--- src/rtl/pad_pkg.sv ---
`timescale 1ns/1ps
package pad_pkg;
  typedef enum logic {
    LINE_WHOLE = 1'b0,
    LINE_SPLIT = 1'b1
  } line_mode_e;

  // floor average of two 8-bit values using a 9-bit sum
  function automatic logic [7:0] half_sum8(input logic [7:0] a, input logic [7:0] b);
    logic [8:0] s;
    s = {1'b0, a} + {1'b0, b};
    return s[8:1];
  endfunction
endpackage

--- src/rtl/pad_elem.sv ---
`timescale 1ns/1ps
module pad_elem #(
  parameter int W = 8
) (
  input  logic [W:0]   from_left,
  input  logic [W:0]   from_right,
  input  logic [W-1:0] pix,
  input  logic         shp,
  output logic [W:0]   to_left,
  output logic [W:0]   to_right,
  output logic [W-1:0] pout,
  output logic         defined
);
  logic         lval, rval;
  logic [W-1:0] lpix, rpix, opa, opb;
  logic [W:0]   sum;
  logic [W:0]   own;

  assign lval = from_left[W];
  assign rval = from_right[W];
  assign lpix = from_left[W-1:0];
  assign rpix = from_right[W-1:0];
  assign own  = {1'b1, pix};

  // a valid pixel launches itself both ways; otherwise links cross over
  assign to_right = shp ? own : from_left;
  assign to_left  = shp ? own : from_right;

  // a missing side borrows the other side, so one valid side replicates
  assign opa = lval ? lpix : (rval ? rpix : '0);
  assign opb = rval ? rpix : (lval ? lpix : '0);
  assign sum = {1'b0, opa} + {1'b0, opb};

  always_comb begin
    if (shp) pout = pix;
    else     pout = sum[W:1];
  end

  assign defined = shp | lval | rval;
endmodule

--- src/rtl/pad_chain.sv ---
`timescale 1ns/1ps
module pad_chain #(
  parameter int W     = 8,
  parameter int LANES = 16
) (
  input  logic               split,
  input  logic [LANES*W-1:0] pix_flat,
  input  logic [LANES-1:0]   shp,
  output logic [LANES*W-1:0] pout_flat,
  output logic [LANES-1:0]   defined
);
  localparam int SEG = LANES / 2;

  logic [W:0] rlink [LANES];
  logic [W:0] llink [LANES];
  logic [W:0] lin   [LANES];
  logic [W:0] rin   [LANES];

  for (genvar i = 0; i < LANES; i++) begin : g_lane
    if (i == 0) begin : g_lend
      assign lin[i] = '0;
    end else if (i == SEG) begin : g_lsplit
      assign lin[i] = split ? '0 : rlink[i-1];
    end else begin : g_lmid
      assign lin[i] = rlink[i-1];
    end

    if (i == LANES - 1) begin : g_rend
      assign rin[i] = '0;
    end else if (i == SEG - 1) begin : g_rsplit
      assign rin[i] = split ? '0 : llink[i+1];
    end else begin : g_rmid
      assign rin[i] = llink[i+1];
    end

    pad_elem #(.W(W)) u_elem (
      .from_left (lin[i]),
      .from_right(rin[i]),
      .pix       (pix_flat[i*W +: W]),
      .shp       (shp[i]),
      .to_left   (llink[i]),
      .to_right  (rlink[i]),
      .pout      (pout_flat[i*W +: W]),
      .defined   (defined[i])
    );
  end
endmodule

--- src/rtl/pad_line_unit.sv ---
`timescale 1ns/1ps
module pad_line_unit #(
  parameter int W     = 8,
  parameter int LANES = 16
) (
  input  logic               clk,
  input  logic               rst_n,
  input  logic               split_mode,
  input  logic [LANES*W-1:0] pix_in,
  input  logic [LANES-1:0]   shape_in,
  output logic [LANES*W-1:0] pix_out,
  output logic [LANES-1:0]   mask_out
);
  import pad_pkg::*;
  localparam int SEG = LANES / 2;

  line_mode_e         mode;
  logic [LANES*W-1:0] comb_pix;
  logic [LANES-1:0]   comb_mask;
  logic               primed;

  assign mode = line_mode_e'(split_mode);

  pad_chain #(.W(W), .LANES(LANES)) u_chain (
    .split    (mode == LINE_SPLIT),
    .pix_flat (pix_in),
    .shp      (shape_in),
    .pout_flat(comb_pix),
    .defined  (comb_mask)
  );

  always_ff @(posedge clk or negedge rst_n) begin
    if (!rst_n) begin
      pix_out  <= '0;
      mask_out <= '0;
      primed   <= 1'b0;
    end else begin
      pix_out  <= comb_pix;
      mask_out <= comb_mask;
      primed   <= 1'b1;
    end
  end

  // ---- assertions ----
  for (genvar i = 0; i < LANES; i++) begin : g_chk
    p_keep_r1: assert property (@(posedge clk) disable iff (!rst_n)
      primed && $past(shape_in[i]) |->
        pix_out[i*W +: W] == $past(pix_in[i*W +: W]) && mask_out[i]);

    if (i > 0 && i < LANES - 1 && i != SEG - 1 && i != SEG) begin : g_avg
      p_avg_r2: assert property (@(posedge clk) disable iff (!rst_n)
        primed && $past(!shape_in[i] && shape_in[i-1] && shape_in[i+1]) |->
          pix_out[i*W +: W] ==
            ({1'b0, $past(pix_in[(i-1)*W +: W])} + {1'b0, $past(pix_in[(i+1)*W +: W])}) >> 1);
    end
  end

  p_left_end_r3: assert property (@(posedge clk) disable iff (!rst_n)
    primed && $past(!shape_in[0] && shape_in[1]) |->
      pix_out[W-1:0] == $past(pix_in[2*W-1:W]) && mask_out[0]);

  p_empty_r5: assert property (@(posedge clk) disable iff (!rst_n)
    primed && $past(shape_in == '0) |-> pix_out == '0 && mask_out == '0);

  p_isolate_r7: assert property (@(posedge clk) disable iff (!rst_n)
    primed && $past(split_mode && shape_in[SEG-1:0] == '0) |->
      mask_out[SEG-1:0] == '0 && pix_out[SEG*W-1:0] == '0);

  p_reset_r8: assert property (@(posedge clk) !rst_n |-> mask_out == '0 && pix_out == '0);
endmodule

--- config.mk ---
export PLATFORM = sky130hd
export DESIGN_NAME = pad_line_unit
export DESIGN_NICKNAME = d
export VERILOG_FILES = /design/src/rtl/pad_pkg.sv /design/src/rtl/pad_elem.sv /design/src/rtl/pad_chain.sv /design/src/rtl/pad_line_unit.sv
export SDC_FILE = /design/constraint.sdc
export NUM_CORES = 1
export LEC_CHECK = 0
export ABC_AREA = 1
export BUFFER_PORTS_ARGS = -buffer_cell sky130_fd_sc_hd__buf_2
export CAP_MARGIN = 20
export CORE_MARGIN = 5
export CORE_UTILIZATION = 60
export CTS_CLUSTER_DIAMETER = 60
export DETAILED_ROUTE_END_ITERATION = 16
export GPL_TIMING_DRIVEN = 0
export PLACE_DENSITY = 0.91
export SETUP_SLACK_MARGIN = 0.2
export SYNTH_ARGS = -nofsm -noshare
export SYNTH_HDL_FRONTEND = slang
export SYNTH_HIERARCHICAL = 1
export SYNTH_SLANG_ARGS = --single-unit
--- constraint.sdc ---
create_clock -name clk -period 0.8 [get_ports clk]
set_input_delay 0.08 -clock clk [delete_from_list [all_inputs] [get_ports clk]]
set_output_delay 0.08 -clock clk [all_outputs]
set_load 0.005 [all_outputs]
==> results_dict.tcl <==
set metrics [dict create \
    met1_length_um 22460 \
    grt_pass1_wl_um 90400 \
    boundaryPins 291 \
    fillCellCount 1739 \
    outcome "finished with violations" \
    maxCapViolCount 0 \
    area_growth_pct 31.41 \
    final-hold-violation-count 178 \
    violations "hold timing, setup timing" \
    period_share_pct 742.3 \
    crit_top_cell "buf_6" \
    synth.avg_cell_area_sq_um 5.938 \
    htree_num_levels 4 \
    holdWs_ns -0.4011 \
    critPathRequiredTime_ns 1.12 \
    wirelength_um 59370 \
    start_kind "input pin" \
    grt_max_degree 85 \
    combPwrFrac_pct 48.0 \
    dieArea_sq_um 29180 \
    switching_power_uw 13760 \
    drt.antenna.violating_nets 0 \
    setup_ws_ns -5.139 \
    ff_latch_area_sq_um 3603 \
    cp_num_buf_inv 48 \
    final_cells 3405 \
    grt.total_usage_pct 37.94 \
    p_seq_share_pct 26.6 \
    critPathMaxFanout 6 \
    wl_per_cell_um 17.44 \
    arrival_ns 6.26 \
    drtIter0Drc 2548 \
    dr.pass1.iters 10 \
    routed_via_density 5.766 \
    ir_drop_uv 1271 \
    wl_met3_um 6214 \
    final_layout_size_suffix_gt1_share_pct 29.06 \
    top_layer "met5" \
    grt_pass1_vias 18390 \
    via_count 19630 \
    fin_tns_setup_ns -580.95 \
    critical_path_class "input pin to flop" \
    switching_share_pct 42.11 \
    slew_viol_final 0 \
    finalCriticalPeriod_ns 5.939 \
    multi_input_area_sq_um 11170 \
    syn_inst 2613 \
    mostFrequentLayoutCell "nand2_1" \
    cts_inserted_buffers 17 \
    portBuffers 274 \
    ys_warn_count 6 \
    placed_area_sq_um 17740 \
    final_area_sq_um 20390 \
    utilization_pct 80.51 \
    row_count 58 \
    antenna_found_initial 5 \
    max_stage_delay_ns 0.36 \
    most-common-layout-cells "nand2_1 (1011), buf_2 (328), inv_1 (282), o21ai_1 (232), dfrtp_1 (144)" \
    hold_path.class "input pin to async pin" \
    cts.path.max_buffers 2 \
    setup_viol 288 \
    cts_tree "yes" \
    slowest_stage "ha_1" \
    crit_path_end_kind "flop" \
    worstMarginPinSlew_ns 0.6068 \
    rsz0062_at_grt "true" \
    cts_hold_buffers 2 \
    intPower_uw 18930 \
    die_h_um 170.8 \
    start_util_pct 61.26 \
    power_density_nw_per_um2 1603 \
    route.met2.wl_um 27540 \
    cts.sinks 144 \
    drc 0 \
    slew-limit-headroom_pct 59.55 \
    dp.final_hpwl_um 41990 \
    netlist_area_sq_um 15520 \
    clk_pin_slew_worst_paths_ns 0.07 \
    fin_nets 3336 \
    die_w_um 170.8 \
    p_leak_uw 0.01173 \
    critPathTopFamily "buffers and inverters" \
    dp_cells 3249 \
    coreArea_sq_um 25330 \
    clock-root-buffer "clkbuf_16" \
    pwr-share-clk_pct 25.4 \
    grt.overflow.total 0 \
    fmax_mhz 168.4 \
    place.gp.congestion 1.022 \
]
-- worst paths after layout --
kind | start | end | slack [ns] | cells past startpoint
max | shape_in[0] | pix_out[126] | -5.14 | 73
min | rst_n | pix_out[85] | -0.40 | 1
max in group asynchronous | rst_n | pix_out[30] | 0.35 | 2
min in group clk | pix_in[0] | pix_out[0] | -0.12 | 3
-- flip-flops by register name (all words and copies together) (netlist names) --
register  flops
mask_out     16
pix_out     128
-- per-layer routing --
metal / global-route usage, % / vias to the layer above
li1: - / 9064
met1: 48.67 / 8859
met2: 63.12 / 1399
met3: 7.394 / 306
met4: 15.50 / 6
met5: 0 / -
-- layout make-up --
type	instances	share of cell area [%]
clock inverter	13	0.6811
buffer	98	3.700
antenna	2	0.02455
tap	330	2.025
timing repair buffer	398	12.00
inverter	362	6.940
sequential	144	17.67
multi-input combinational	2040	54.80
clock buffer	18	2.154
-- repair_timing --
item / 4_1_cts / 5_1_grt
endpoints found under the setup margin: 288 / 337
cloned: 1 / 0
pin swaps: 91 / 81
hold endpoints to repair: 187 / 176
resized for setup: 213 / 182
setup buffers: 102 / 18
-- metrics by stage --
step / setup slack, ns / total power, uW
3_5_place_dp: -6.434 / 21540
4_1_cts: -4.981 / 30940
3_3_place_gp: -6.340 / 21010
5_1_grt: -5.355 / 34660
6_report: -5.139 / 32690
2_1_floorplan: -5.717 / 17390
-- power by group through the flow --
| stage | registers (uW) | clock network, uW | logic (uW) |
|---|---|---|---|
| after detailed placement | 8800 | 0 | 12700 |
| final | 8690 | 8310 | 15700 |
| after floorplan | 8870 | 0 | 8510 |
| after global placement | 8760 | 0 | 12200 |
| after global routing | 8790 | 8680 | 17200 |
| after CTS | 8680 | 8290 | 14000 |
(Power assumes the default switching activity.)
